File: config.mk
export PLATFORM = sky130hd
export DESIGN_NAME = irq_hub
export DESIGN_NICKNAME = d
export VERILOG_FILES = /design/src/rtl/irq_hub_pkg.sv /design/src/rtl/irq_hub_gateway.sv /design/src/rtl/irq_hub_select.sv /design/src/rtl/irq_hub.sv
export SDC_FILE = /design/constraint.sdc
export NUM_CORES = 1
export LEC_CHECK = 0
export ABC_AREA = 0
export BUFFER_PORTS_ARGS = -buffer_cell sky130_fd_sc_hd__buf_2
export CAP_MARGIN = 20
export CORE_ASPECT_RATIO = 1.75
export CORE_MARGIN = 2
export CORE_UTILIZATION = 50
export CTS_BUF_LIST = sky130_fd_sc_hd__clkbuf_8
export CTS_CLUSTER_DIAMETER = 50
export CTS_CLUSTER_SIZE = 28
export DETAILED_ROUTE_END_ITERATION = 8
export PLACE_DENSITY = 0.65
export SETUP_SLACK_MARGIN = 0.2
export SKIP_LAST_GASP = 1
export SYNTH_ARGS = -nofsm -noshare
export SYNTH_HDL_FRONTEND = slang
export SYNTH_SLANG_ARGS = --single-unit
File: constraint.sdc
create_clock -name clk -period 77.4 [get_ports clk]
set_clock_uncertainty 0.15 [all_clocks]
set_input_delay 15.48 -clock clk [delete_from_list [all_inputs] [get_ports clk]]
set_output_delay 15.48 -clock clk [all_outputs]
set_load 0.02 [all_outputs]
File: src/rtl/irq_hub_pkg.sv
package irq_hub_pkg;
  typedef enum logic [1:0] {
    GW_OPEN = 2'd0,
    GW_PEND = 2'd1,
    GW_HELD = 2'd2
  } gw_state_e;

  localparam int ENA_BASE_W    = 32'h800;
  localparam int ENA_STRIDE_LG = 5;
  localparam int CTX_BASE_W    = 32'h80000;
  localparam int CTX_STRIDE_LG = 10;
  localparam int REG_THR       = 0;
  localparam int REG_CLAIM     = 1;
endpackage

File: src/rtl/irq_hub_gateway.sv
module irq_hub_gateway
  import irq_hub_pkg::*;
(
  input  logic clk,
  input  logic rst_n,
  input  logic level,
  input  logic take,
  input  logic finish,
  output logic pending,
  output logic held
);
  gw_state_e st;

  always_ff @(posedge clk) begin
    if (!rst_n) begin
      st <= GW_OPEN;
    end else begin
      case (st)
        GW_OPEN: if (level)  st <= GW_PEND;
        GW_PEND: if (take)   st <= GW_HELD;
        GW_HELD: if (finish) st <= GW_OPEN;
        default:             st <= GW_OPEN;
      endcase
    end
  end

  assign pending = (st == GW_PEND);
  assign held    = (st == GW_HELD);

  AST_GATE_SHUT: assert property (@(posedge clk) disable iff (!rst_n)
    (held && !finish) |=> !pending) else $error("gateway reopened early");
  AST_CLAIM_TAKES: assert property (@(posedge clk) disable iff (!rst_n)
    (pending && take) |=> (!pending && held)) else $error("claim did not clear");
endmodule

File: src/rtl/irq_hub_select.sv
module irq_hub_select #(
  parameter int NSRC   = 32,
  parameter int PRIO_W = 3,
  parameter int ID_W   = 5
) (
  input  logic [NSRC-1:0]        pend,
  input  logic [NSRC-1:0]        ena,
  input  logic [NSRC*PRIO_W-1:0] prio_flat,
  input  logic [PRIO_W-1:0]      thr,
  output logic [ID_W-1:0]        best_id,
  output logic                   any
);
  function automatic logic eligible(input logic p, input logic e,
                                    input logic [PRIO_W-1:0] pr,
                                    input logic [PRIO_W-1:0] th);
    return p && e && (pr > th);
  endfunction

  function automatic logic outranks(input logic [PRIO_W-1:0] cand,
                                    input logic [PRIO_W-1:0] best);
    return cand > best;
  endfunction

  logic [PRIO_W-1:0] best_p;

  always_comb begin
    best_id = '0;
    best_p  = '0;
    any     = 1'b0;
    for (int i = 0; i < NSRC; i++) begin
      if (eligible(pend[i], ena[i], prio_flat[i*PRIO_W +: PRIO_W], thr) &&
          (!any || outranks(prio_flat[i*PRIO_W +: PRIO_W], best_p))) begin
        any     = 1'b1;
        best_p  = prio_flat[i*PRIO_W +: PRIO_W];
        best_id = ID_W'(i);
      end
    end
  end
endmodule

File: src/rtl/irq_hub.sv
module irq_hub
  import irq_hub_pkg::*;
#(
  parameter int NSRC   = 32,
  parameter int NCTX   = 2,
  parameter int PRIO_W = 3,
  parameter int ADDR_W = 20
) (
  input  logic              clk,
  input  logic              rst_n,
  input  logic [NSRC-1:0]   src_level,
  input  logic              bus_valid,
  input  logic              bus_write,
  input  logic [ADDR_W-1:0] bus_addr,
  input  logic [31:0]       bus_wdata,
  output logic              rsp_valid,
  output logic [31:0]       rsp_rdata,
  output logic [NCTX-1:0]   irq_out
);
  localparam int ID_W      = $clog2(NSRC);
  localparam int CTX_W     = (NCTX > 1) ? $clog2(NCTX) : 1;
  localparam int ENA_WORDS = (NSRC + 31) / 32;
  localparam int ENA_BITS  = ENA_WORDS * 32;

  function automatic logic [ENA_BITS-1:0] ena_mask();
    logic [ENA_BITS-1:0] m;
    m = '0;
    for (int i = 1; i < NSRC; i++) m[i] = 1'b1;
    return m;
  endfunction
  localparam logic [ENA_BITS-1:0] ENA_MASK = ena_mask();

  // storage
  logic [PRIO_W-1:0]   prio_q [NSRC];
  logic [ENA_BITS-1:0] ena_q  [NCTX];
  logic [PRIO_W-1:0]   thr_q  [NCTX];

  // decode
  logic [ADDR_W-1:0]        ena_off, ctx_off;
  logic                     prio_hit, ena_hit, ctx_hit;
  logic [ID_W-1:0]          prio_idx;
  logic [CTX_W-1:0]         ena_ctx, ctx_sel;
  logic [ENA_STRIDE_LG-1:0] ena_word;
  logic [CTX_STRIDE_LG-1:0] ctx_reg;
  logic                     is_thr, is_clm;

  assign ena_off  = bus_addr - ADDR_W'(ENA_BASE_W);
  assign ctx_off  = bus_addr - ADDR_W'(CTX_BASE_W);
  assign prio_hit = bus_valid && (bus_addr < ADDR_W'(NSRC));
  assign prio_idx = bus_addr[ID_W-1:0];
  assign ena_word = ena_off[ENA_STRIDE_LG-1:0];
  assign ena_ctx  = CTX_W'(ena_off >> ENA_STRIDE_LG);
  assign ena_hit  = bus_valid && (bus_addr >= ADDR_W'(ENA_BASE_W)) &&
                    ((ena_off >> ENA_STRIDE_LG) < ADDR_W'(NCTX)) &&
                    (ADDR_W'(ena_word) < ADDR_W'(ENA_WORDS));
  assign ctx_reg  = ctx_off[CTX_STRIDE_LG-1:0];
  assign ctx_sel  = CTX_W'(ctx_off >> CTX_STRIDE_LG);
  assign is_thr   = (ctx_reg == CTX_STRIDE_LG'(REG_THR));
  assign is_clm   = (ctx_reg == CTX_STRIDE_LG'(REG_CLAIM));
  assign ctx_hit  = bus_valid && (bus_addr >= ADDR_W'(CTX_BASE_W)) &&
                    ((ctx_off >> CTX_STRIDE_LG) < ADDR_W'(NCTX)) &&
                    (is_thr || is_clm);

  // gateways
  logic [NSRC-1:0] pend_vec, busy_vec;
  logic [ID_W-1:0] win_id  [NCTX];
  logic [NCTX-1:0] win_any;
  logic [ID_W-1:0] claim_id;
  logic            claim_rd, cmp_wr, cmp_ok;
  logic [ENA_BITS-1:0] ena_sel;
  logic            unused_id0;

  assign unused_id0 = src_level[0];
  assign claim_rd   = ctx_hit && !bus_write && is_clm;
  assign cmp_wr     = ctx_hit && bus_write && is_clm;
  assign claim_id   = win_id[ctx_sel];
  assign ena_sel    = ena_q[ctx_sel];
  assign cmp_ok     = cmp_wr && (bus_wdata < 32'(NSRC)) && (bus_wdata != 32'd0) &&
                      ena_sel[bus_wdata[ID_W-1:0]];

  assign pend_vec[0] = 1'b0;
  assign busy_vec[0] = 1'b0;

  for (genvar i = 1; i < NSRC; i++) begin : g_gw
    irq_hub_gateway u_gw (
      .clk     (clk),
      .rst_n   (rst_n),
      .level   (src_level[i]),
      .take    (claim_rd && (claim_id == ID_W'(i))),
      .finish  (cmp_ok && (bus_wdata[ID_W-1:0] == ID_W'(i))),
      .pending (pend_vec[i]),
      .held    (busy_vec[i])
    );
  end

  // selection per context
  logic [NSRC*PRIO_W-1:0] prio_flat;
  always_comb begin
    for (int i = 0; i < NSRC; i++) prio_flat[i*PRIO_W +: PRIO_W] = prio_q[i];
  end

  for (genvar c = 0; c < NCTX; c++) begin : g_ctx
    irq_hub_select #(.NSRC(NSRC), .PRIO_W(PRIO_W), .ID_W(ID_W)) u_sel (
      .pend      (pend_vec),
      .ena       (ena_q[c][NSRC-1:0]),
      .prio_flat (prio_flat),
      .thr       (thr_q[c]),
      .best_id   (win_id[c]),
      .any       (win_any[c])
    );
    assign irq_out[c] = win_any[c];
  end

  // register writes
  always_ff @(posedge clk) begin
    if (!rst_n) begin
      for (int i = 0; i < NSRC; i++) prio_q[i] <= '0;
      for (int c = 0; c < NCTX; c++) begin
        ena_q[c] <= '0;
        thr_q[c] <= '0;
      end
    end else if (bus_write) begin
      if (prio_hit) begin
        for (int i = 1; i < NSRC; i++)
          if (prio_idx == ID_W'(i)) prio_q[i] <= bus_wdata[PRIO_W-1:0];
      end
      if (ena_hit) begin
        for (int c = 0; c < NCTX; c++)
          for (int w = 0; w < ENA_WORDS; w++)
            if (ena_ctx == CTX_W'(c) && ena_word == ENA_STRIDE_LG'(w))
              ena_q[c][w*32 +: 32] <= bus_wdata & ENA_MASK[w*32 +: 32];
      end
      if (ctx_hit && is_thr) begin
        for (int c = 0; c < NCTX; c++)
          if (ctx_sel == CTX_W'(c)) thr_q[c] <= bus_wdata[PRIO_W-1:0];
      end
    end
  end

  // read path
  logic [31:0] rd_val;
  always_comb begin
    rd_val = '0;
    if (prio_hit) begin
      rd_val = 32'(prio_q[prio_idx]);
    end else if (ena_hit) begin
      for (int c = 0; c < NCTX; c++)
        for (int w = 0; w < ENA_WORDS; w++)
          if (ena_ctx == CTX_W'(c) && ena_word == ENA_STRIDE_LG'(w))
            rd_val = ena_q[c][w*32 +: 32];
    end else if (ctx_hit) begin
      rd_val = is_thr ? 32'(thr_q[ctx_sel]) : 32'(claim_id);
    end
  end

  always_ff @(posedge clk) begin
    if (!rst_n) begin
      rsp_valid <= 1'b0;
      rsp_rdata <= '0;
    end else begin
      rsp_valid <= bus_valid && !bus_write;
      rsp_rdata <= (bus_valid && !bus_write) ? rd_val : '0;
    end
  end

  AST_CLAIM_OVER_THR: assert property (@(posedge clk) disable iff (!rst_n)
    (claim_rd && claim_id != '0) |-> (prio_q[claim_id] > thr_q[ctx_sel]))
    else $error("claimed source not above threshold");
  AST_BAD_FINISH_NOOP: assert property (@(posedge clk) disable iff (!rst_n)
    (cmp_wr && !cmp_ok) |=> $stable(busy_vec))
    else $error("ignored completion changed a gateway");
  AST_READ_ANSWERED: assert property (@(posedge clk) disable iff (!rst_n)
    (bus_valid && !bus_write) |=> rsp_valid)
    else $error("read not answered next cycle");
  AST_NO_IRQ_IN_RESET: assert property (@(posedge clk)
    $past(!rst_n) |-> (irq_out == '0))
    else $error("irq high out of reset");
endmodule

==> out/qor.txt <==
CTS hold repair buffers = 0
NumNets Final = 3251
Row count = 105
Vias in the first global route = 22800
Core Footprint = 46900 sq um
Final Hold Viols = 0
RSZ-0062 raised after global routing = false
CTS tree = yes
Multiplexer share of the synthesized area = 0.0741
Clk pin slew, worst setup/hold paths = 0.15 ns
Synth top area share = 0.204
Worst-case clock buffer depth = 3
Total grt overflow = 0
Simple-gate portion of the synthesized area = 0.208
All-layer global routing usage = 0.375
# DRC = 0
Final setup violation count = 0
Initial DRC Count = 2098
Post-Synth XOR/XNOR Area = 0.000738
WS Path Type = flop to flop
Cts bufs inserted = 22
Req. time, crit path = 77.84 ns
Reg2Reg Setup Slack = 23.59 ns
Port bufs = 121
Peak supply drop = 0.0197 mV
Yosys cell types = 103
Pwr/cell area = 19.7 nW/um^2
Startpoint types = flop
Biggest area consumer among synthesized cells = edfxtp_1
Clock Tree Root = clkbuf_8
Pre-Repair DR Iteration Count = 8
Top FF cell, synth = edfxtp_1
Hpwl dp = 74000 microns
Share of cells above drive strength 1 = 0.115
Ys async rst share = 0
Hold Path Class = flop to flop
Area fraction in compound gates after synthesis = 0.215
Area contributors post-synth = edfxtp_1, ha_1, dfxtp_1
Max Cap Viol = 0
Area grow syn2layout = 8.33%
Die area = 49300 sq um
Combinational family with the most area after synthesis = compound AO/OA/AOI/OAI gates
Post-route ant nets = 0
Min Tclk post-route = 53.81 ns
Filler cells = 4384
Final period utilization = 0.695
FF-to-FF path depth = 233
Mapped Nets = 3140
Hold_sp = g_gw[20].u_gw.st[1]
Worst r2r src = prio_q[1][2]
EDFF count, synth = 161
Synthesized instance count = 2729
Crit path DAT = 54.25 ns
TNS Setup = 0 ns
Resize count post-CTS = 0
Placement Setup Slack = 24.21 ns
Wire length per cell = 27.3 microns
Slowest CP cell = o21bai_1
Hold Crit Depth = 1
Worst slew pin tran = 1.12 ns
Hold Crit Endpoint = g_gw[20].u_gw.st[0]
Status = finished, final reports clean
Worst R2R End = g_gw[3].u_gw.st[1]
Mean Syn Cell Area = 8.70 sq um
H-tree depth = 1
Postcts setup bufs = 0
Critical Path Fanout Max = 13
Synthesized flop and latch total = 256
Post-synthesis sequential area ratio = 0.284
Sink Count = 256
Count leader, synth = ha_1
Top post-synthesis cells by count = ha_1, nand2_1, a21oi_1
Ports = 123
GP Congestion = 1.01
Initial Util = 0.506
Die H = 292 microns
Chip width = 169 microns
Antenna violations before repair = 2
Clk_lat worst skew = 0.65 ns
Cell area after synthesis = 23700 sq um
Relative slew margins = 0.254
Most frequent CP cell = a21oi_1
Slew Viols, Final = 0
Post-Synth Adder-Cell Area = 0.172
Via count = 23200
Synth warn = 0
Final setup margin = 23.59 ns
P_leak = 10.9 nW
Routed WL = 94200 microns
Crit path largest cell delay = 0.84 ns
First-pass GRT wire length = 138000 microns
Number of vias per cell = 6.74
F_max = 18.6 MHz
Largest net degree at the start of global routing = 52
Setup crit end kind = flop
through the flow:
stage,cell area (sq um),hold slack (ns),cells,util,power (W)
CTS,25600,0.303,3436,0.547,0.000503
floorplan,23700,0.272,2729,-,0.000331
detailed placement,25100,0.294,3396,0.534,0.000404
finish,25700,0.307,3448,0.548,0.000508
global route,25700,0.329,3445,0.548,0.000538
global placement,25100,0.287,3396,0.534,0.000394
layout by cell type, fill, tap and decap left out, types with 38 or more instances in the layout:
master      n
buf_2     124
a21oi_1   216
mux2i_1    52
nor2b_1    94
o211ai_1   40
nand3_1   130
edfxtp_1  161
and2_1     74
o21ai_0   118
dfxtp_1    95
nor2_1    213
o21ai_1    38
nand2_1   231
buf_4      42
a21o_1     48
inv_1     201
ha_1      323
mux4_2     44
sequential cells by signal, indices dropped and copies added, names as in the netlist:
register / flops
ena_q: 62
g_gw.u_gw.st: 62
prio_q: 93
rsp_rdata: 32
rsp_valid: 1
thr_q: 6
worst max-delay path, delay by kind of cell, from the launching register on:
family | cells | cell delay (ns)
adders and majority gates | 33 | 9.65
buffers and inverters | 12 | 1.03
AOI/OAI and AO/OA | 122 | 27.72
muxes | 8 | 3.06
DFF | 1 | 0.57
and+or+nand+nor | 58 | 11.49
logic make-up (layout without fill, tap and decap cells):
family | after synthesis | in the layout
AOI/OAI and AO/OA | 768 | 768
xor gates and xnor gates | 2 | 2
adders and majority gates | 328 | 328
buffers and inverters | 283 | 410
DFF | 256 | 256
muxes | 118 | 118
other | 0 | 4
and+or+nand+nor | 974 | 974
area by class of cell:
type,instances,area (sq um),share of cell area
antenna,4,10.0,0.000389
timing repair buffer,170,980,0.0381
sequential,256,6740,0.262
clock inverter,17,274,0.0107
tap,588,736,0.0286
multi-input combinational,2190,15900,0.619
clock buffer,23,317,0.0123
inverter,200,751,0.0292
report_power, final:
| group | switching (W) | internal (W) |
|---|---|---|
| sequential | 0.0000112 | 0.000152 |
| clock | 0.0000569 | 0.0000426 |
| combinational | 0.000152 | 0.0000937 |
| total | 0.000220 | 0.000288 |
routing by layer:
| metal | global-route usage | vias up | share of wire |
|---|---|---|---|
| li1 | - | 10500 | - |
| met1 | 0.367 | 11000 | 0.32 |
| met2 | 0.646 | 1231 | 0.48 |
| met3 | 0.0476 | 513 | 0.061 |
| met4 | 0.413 | 0 | 0.14 |
| met5 | 0 | - | 0 |
how the worst max path moves through the flow:
stage	start	endpoint	slack, ns	depth (start not counted)
after global routing	prio_q[1][2]	g_gw[3].u_gw.st[1]	19.69	235
final	prio_q[1][2]	g_gw[3].u_gw.st[1]	23.59	233
after CTS	prio_q[1][2]	g_gw[3].u_gw.st[1]	23.97	233
after detailed placement	prio_q[1][2]	g_gw[3].u_gw.st[1]	24.21	233
after global placement	prio_q[1][2]	g_gw[3].u_gw.st[1]	25.01	233
after floorplan	thr_q[0][2]	g_gw[3].u_gw.st[1]	34.20	234
Note: power is estimated with default switching activity, not from simulation.
